$ cat src/rtl/ns_onebit_pkg.sv
package ns_onebit_pkg;
   localparam int CHANNELS = 2;

   // accumulator width for the shaper: data + saturation headroom + sum growth
   function automatic int shaper_acc_width(input int data_w, input int lim_shift);
      return data_w + lim_shift + 3;
   endfunction
endpackage

$ cat src/rtl/hold_timer.sv
module hold_timer #(
   parameter int HOLD_CYCLES = 48
) (
   input  logic clk,
   input  logic rst_n,
   output logic take
);
   localparam int PH_W = (HOLD_CYCLES > 1) ? $clog2(HOLD_CYCLES) : 1;
   localparam logic [PH_W-1:0] PH_LAST = PH_W'(HOLD_CYCLES - 1);

   logic [PH_W-1:0] phase_q;
   logic            run_q;

   always_ff @(posedge clk) begin
      if (!rst_n) begin
         phase_q <= '0;
         run_q   <= 1'b0;
      end else begin
         run_q <= 1'b1;
         if (run_q) begin
            phase_q <= (phase_q == PH_LAST) ? '0 : phase_q + 1'b1;
         end
      end
   end

   assign take = run_q && (phase_q == '0);

   p_take_single_r1: assert property (@(posedge clk) disable iff (!rst_n)
      take |=> !take)
      else $error("capture strobe longer than one cycle");
endmodule

$ cat src/rtl/sample_hold.sv
module sample_hold #(
   parameter int DATA_W = 16
) (
   input  logic                     clk,
   input  logic                     rst_n,
   input  logic                     take,
   input  logic signed [DATA_W-1:0] din,
   output logic signed [DATA_W-1:0] held
);
   always_ff @(posedge clk) begin
      if (!rst_n)    held <= '0;
      else if (take) held <= din;
   end

   p_hold_stable_r2: assert property (@(posedge clk) disable iff (!rst_n)
      !$past(take) |-> $stable(held))
      else $error("held sample moved without a capture strobe");
endmodule

$ cat src/rtl/ef_shaper.sv
module ef_shaper #(
   parameter int DATA_W    = 16,
   parameter int ORDER     = 2,
   parameter int LIM_SHIFT = 1,
   parameter int ACC_W     = DATA_W + LIM_SHIFT + 3
) (
   input  logic                     clk,
   input  logic                     rst_n,
   input  logic signed [DATA_W-1:0] sample,
   output logic                     bit_q
);
   localparam logic signed [ACC_W-1:0] FS =
      {{(ACC_W-DATA_W){1'b0}}, 1'b1, {(DATA_W-1){1'b0}}};
   localparam logic signed [ACC_W-1:0] LIM     = FS <<< LIM_SHIFT;
   localparam logic signed [ACC_W-1:0] NEG_LIM = -LIM;
   localparam logic signed [ACC_W-1:0] NEG_FS  = -FS;

   logic signed [ACC_W-1:0] x_ext, u, fb, e_raw, e_sat, e1_q;
   logic                    bit_d;

   assign x_ext = {{(ACC_W-DATA_W){sample[DATA_W-1]}}, sample};

   generate
      if (ORDER == 2) begin : g_second
         logic signed [ACC_W-1:0] e2_q;
         always_ff @(posedge clk) begin
            if (!rst_n) e2_q <= '0;
            else        e2_q <= e1_q;
         end
         // NTF (1 - z^-1)^2
         assign u = x_ext + (e1_q <<< 1) - e2_q;
      end else begin : g_first
         // NTF (1 - z^-1)
         assign u = x_ext + e1_q;
      end
   endgenerate

   assign bit_d = ~u[ACC_W-1];
   assign fb    = bit_d ? FS : NEG_FS;
   assign e_raw = u - fb;

   always_comb begin
      if (e_raw > LIM)          e_sat = LIM;
      else if (e_raw < NEG_LIM) e_sat = NEG_LIM;
      else                      e_sat = e_raw;
   end

   always_ff @(posedge clk) begin
      if (!rst_n) begin
         e1_q  <= '0;
         bit_q <= 1'b0;
      end else begin
         e1_q  <= e_sat;
         bit_q <= bit_d;
      end
   end

   p_err_bounded_r6: assert property (@(posedge clk) disable iff (!rst_n)
      (e1_q <= LIM) && (e1_q >= NEG_LIM))
      else $error("shaper memory outside saturation bound");
endmodule

$ cat src/rtl/pair_out.sv
module pair_out (
   input  logic clk,
   input  logic rst_n,
   input  logic bit_i,
   output logic out_a,
   output logic out_b
);
   logic next_a;
   logic primed_q;
   logic rst_lo_q;

   assign next_a = rst_n ? bit_i : ~out_a;

   always_ff @(posedge clk) begin
      out_a    <= next_a;
      out_b    <= ~next_a;
      primed_q <= 1'b1;
      rst_lo_q <= ~rst_n;
   end

   p_pair_complement_r4: assert property (@(posedge clk)
      primed_q |-> (out_a != out_b))
      else $error("differential pair not complementary");

   p_reset_toggle_r5: assert property (@(posedge clk)
      (primed_q && rst_lo_q) |-> (out_a != $past(out_a)))
      else $error("output did not alternate during reset");
endmodule

$ cat src/rtl/ns_onebit_dac.sv
module ns_onebit_dac
   import ns_onebit_pkg::*;
#(
   parameter int DATA_W      = 16,
   parameter int HOLD_CYCLES = 48,
   parameter int ORDER       = 2,
   parameter int LIM_SHIFT   = 1
) (
   input  logic              clk,
   input  logic              rst_n,
   input  logic [DATA_W-1:0] din_l,
   input  logic [DATA_W-1:0] din_r,
   output logic              sample_take,
   output logic              out_l_a,
   output logic              out_l_b,
   output logic              out_r_a,
   output logic              out_r_b
);
   localparam int ACC_W = shaper_acc_width(DATA_W, LIM_SHIFT);

   generate
      if (DATA_W < 8 || DATA_W > 24)
         $error("DATA_W must lie in 8..24");
      if (HOLD_CYCLES < 2)
         $error("HOLD_CYCLES must be at least 2");
      if (ORDER != 1 && ORDER != 2)
         $error("ORDER must be 1 or 2");
      if (LIM_SHIFT < 1 || LIM_SHIFT > 3)
         $error("LIM_SHIFT must lie in 1..3");
   endgenerate

   logic signed [DATA_W-1:0] din_arr [CHANNELS];
   logic [CHANNELS-1:0]      a_vec, b_vec;

   assign din_arr[0] = din_l;
   assign din_arr[1] = din_r;

   hold_timer #(.HOLD_CYCLES(HOLD_CYCLES)) u_timer (
      .clk  (clk),
      .rst_n(rst_n),
      .take (sample_take)
   );

   generate
      for (genvar ch = 0; ch < CHANNELS; ch++) begin : g_ch
         logic signed [DATA_W-1:0] held;
         logic                     qbit;

         sample_hold #(.DATA_W(DATA_W)) u_hold (
            .clk  (clk),
            .rst_n(rst_n),
            .take (sample_take),
            .din  (din_arr[ch]),
            .held (held)
         );

         ef_shaper #(
            .DATA_W   (DATA_W),
            .ORDER    (ORDER),
            .LIM_SHIFT(LIM_SHIFT),
            .ACC_W    (ACC_W)
         ) u_shaper (
            .clk   (clk),
            .rst_n (rst_n),
            .sample(held),
            .bit_q (qbit)
         );

         pair_out u_pair (
            .clk  (clk),
            .rst_n(rst_n),
            .bit_i(qbit),
            .out_a(a_vec[ch]),
            .out_b(b_vec[ch])
         );
      end
   endgenerate

   assign out_l_a = a_vec[0];
   assign out_l_b = b_vec[0];
   assign out_r_a = a_vec[1];
   assign out_r_b = b_vec[1];
endmodule

$ cat config.mk
export PLATFORM = sky130hd
export DESIGN_NAME = ns_onebit_dac
export DESIGN_NICKNAME = d
export VERILOG_FILES = /design/src/rtl/ns_onebit_pkg.sv /design/src/rtl/hold_timer.sv /design/src/rtl/sample_hold.sv /design/src/rtl/ef_shaper.sv /design/src/rtl/pair_out.sv /design/src/rtl/ns_onebit_dac.sv
export SDC_FILE = /design/constraint.sdc
export NUM_CORES = 1
export LEC_CHECK = 0
export ABC_AREA = 1
export BUFFER_PORTS_ARGS = -buffer_cell sky130_fd_sc_hd__clkbuf_2
export CORE_ASPECT_RATIO = 1.5
export CORE_MARGIN = 5
export CORE_UTILIZATION = 63
export DETAILED_ROUTE_END_ITERATION = 12
export GPL_ROUTABILITY_DRIVEN = 0
export PLACE_DENSITY = 0.85
export SYNTH_ARGS = -nofsm -noshare
export SYNTH_HDL_FRONTEND = slang
export SYNTH_HIERARCHICAL = 1
export SYNTH_SLANG_ARGS = --single-unit
$ cat constraint.sdc
create_clock -name clk -period 5.4 [get_ports clk]
set_clock_uncertainty 0.2 [all_clocks]
set_input_delay 0.27 -clock clk [delete_from_list [all_inputs] [get_ports clk]]
set_output_delay 0.27 -clock clk [all_outputs]
set_load 0.02 [all_outputs]
==> flow_metrics.tcl <==
set metrics [dict create \
    synth_largest_type_area_fraction_pct 29.2 \
    slew_hr_pct 35.0 \
    routed_length_per_placed_instance_um 13.1 \
    synthTopCellsByArea "dfxtp_1 (29%), nand2_1 (14%), inv_1 (14%)" \
    yosysSeqAreaShare_pct 29.2 \
    detailroute.via_count 7496 \
    drt_first_pass_iters 6 \
    path_max_fanout 16 \
    critical_path_cell_count 23 \
    grt_pass1_vias 7913 \
    hold_path_class "reg2reg" \
    globalRouteOverflowTotal 0 \
    clock_insertion_delay_worst_skew_ps 410 \
    worstPathRequired_ps 5530 \
    timing.critical_path.to_type "flop" \
    rsz0062_at_grt "no" \
    layout_commonest_cell "nand2_1" \
    chipHeight_um 153 \
    commonest_cells_after_routing_fill_and_taps_aside "nand2_1 (320), inv_1 (317), dfxtp_1 (125)" \
    time_the_worst_path_needs_with_i_o_delays_and_setup_ps 4810 \
    max_cap_viol_count 0 \
    cts.repair.resized 0 \
    route.detailed.drc 0 \
    cts_htree_levels 4 \
    final_hold_viol_count 0 \
    clock_edge_transition_at_the_registers_on_the_reported_setup_and_hold_paths_ps 60 \
    post_synth_cell_types 37 \
    worstPathBufferInverterCount 3 \
    crit_path_top_delay_cell "fa_1" \
    root_buffer "clkbuf_16" \
    start_kind "flop" \
    hold_buffers 32 \
    path_class "reg2reg" \
    grt_pass1_wl_um 33900 \
    floorplan.initialDensity_pct 63.9 \
    postSynthAreaPerCell_sq_um 6.94 \
    synth-async-reset-ratio_pct 0 \
    seq_area_sq_um 2500 \
    final_wl_um 19400 \
    critical_path.cell_chain "inv_1 > fa_1 > inv_1 > ha_1 > nand3_1 > nand3_2 > nand2_1 > nand2_1 > nand2_2 > nand2_2 > nand2_1 > a21oi_1 > nor2_1 > xnor2_1 > ha_1 > a31oi_1 > o21ai_2 > nor2_1 > nand3_1 > ha_1 > inv_1 > nand3_4 > nor2_1" \
    synth_enable_flop_cells 0 \
    setup_viol 0 \
    critical_path.max_stage_delay_ps 590 \
    largest_net_degree_at_the_start_of_global_routing 91 \
    ys.flop_type "dfxtp_1" \
    grtUsageTotal_pct 25.3 \
    syn-cell-area_sq_um 8560 \
    core_area_sq_um 13400 \
    antenna_violating_nets_post_route 0 \
    area_growth_pct 14.1 \
    via_to_cell_ratio 5.06 \
    cp.arrival_ps 4940 \
    post_route_setup_tns_ps 0 \
    ctsLongestPathBuffers 2 \
    dp_hpwl_um 12700 \
    tritoncts.num_buffers 17 \
    hold_crit_depth 2 \
    cts_tree "built" \
    result_of_the_run "finished, final reports clean" \
    fin_crit_sh_pct 89.1 \
    kind_of_cell_adding_the_most_delay_to_the_critical_path "adder cells" \
    drt_iter0_drc 313 \
    report.final.slew_viol_count 0 \
    number_of_filler_cells_placed_in_the_layout 956 \
    multi_input_comb_area_sq_um 4690 \
    maximum_operating_frequency_mhz 208 \
    io_pins 39 \
    cts_setup_buffers 0 \
    synth.ff_latch_count 125 \
    yosysTopAreaCell "dfxtp_1" \
    antenna_found_initial 0 \
    layout_cells_sized_above_1_pct 13.0 \
    final_net_count 1428 \
    postSynthNetCount 1354 \
    total_clock_sinks 125 \
    number_of_placement_rows 52 \
    timing.reg2reg.worst_path_depth 23 \
    portBuffers 38 \
    postSynthCellCount 1234 \
    max_slew.worst_pin.slew_ps 975 \
    die_width_um 105 \
    ys.warnings.count 6 \
    dieArea_sq_um 16100 \
    insertedDiodeCount 0 \
]
routing by layer:
layer	up-vias	GRT usage, %	part of all wire (%)
met1	3441	24.3	37
met5	-	0	0
met2	208	48.8	54
met4	0	14.7	5.3
met3	86	4.28	3.3
li1	3761	-	-
synth_stat cells, types with 6 or more instances:
library cell  number
dfxtp_1          125
xnor2_1           11
nor2_1           118
nand2_4            7
nor2_2            11
nor2_4            21
inv_2             10
a21oi_1           30
inv_1            317
buf_6              6
nand4_1           12
fa_1              38
ha_1              48
nand3_1           63
nand3_2           10
nand2_2           30
nand2_1          320
per-stage QoR:
step	std cells	hold WS (ps)	area, sq um	setup WS (ps)	utilization (%)
global placement	1419	192	8820	956	65.8
finish	1482	212	9770	591	72.9
detailed placement	1419	200	8820	799	65.8
CTS	1482	214	9770	623	72.9
floorplan	1234	97.7	8560	1270	-
global route	1482	241	9770	244	72.9
final timing paths:
kind / start / endpoint / slack (ps)
setup / recovery: g_ch[0].u_hold/held[3] / g_ch[0].u_shaper/e1_q[3] / 590
hold reg to reg: g_ch[1].u_shaper/e1_q[19] / g_ch[1].u_shaper/g_second.e2_q[19] / 210
setup reg to reg: g_ch[0].u_hold/held[3] / g_ch[0].u_shaper/e1_q[3] / 590
hold / removal: g_ch[1].u_shaper/e1_q[19] / g_ch[1].u_shaper/g_second.e2_q[19] / 210
logic make-up after synthesis:
group	Yosys count	share of synthesized area, %
DFF	125	29.2
adders and majority gates	86	15.9
buffers and inverters	344	16.1
and+or+nand+nor	612	33.5
AOI/OAI and AO/OA	51	3.62
xor gates and xnor gates	16	1.64
registers in the layout (all words and copies together), names as in the netlist:
register	cells
g_ch.u_pair/out_b	2
g_ch.u_hold/held	32
g_ch.u_shaper/g_second.e2_q	40
u_timer/phase_q	6
g_ch.u_shaper/bit_q	2
g_ch.u_pair/out_a	2
g_ch.u_shaper/e1_q	40
u_timer/run_q	1
layout make-up:
| class | count | area share (%) |
|---|---|---|
| Sequential cell | 125 | 25.6 |
| Inverter | 328 | 12.6 |
| Timing Repair Buffer | 71 | 5.33 |
| Clock buffer | 18 | 4.49 |
| Tap cell | 162 | 2.07 |
| Multi-Input combinational cell | 765 | 48.0 |
| Clock inverter | 13 | 1.93 |
tightest hold or removal path, stage by stage (launching register included):
cell	delay, ps
dfxtp_1	300
nand2_1	40
inv_1	40
Power is not shown: default switching activity piles up to over one toggle a cycle in this logic, so the estimate is an artifact.
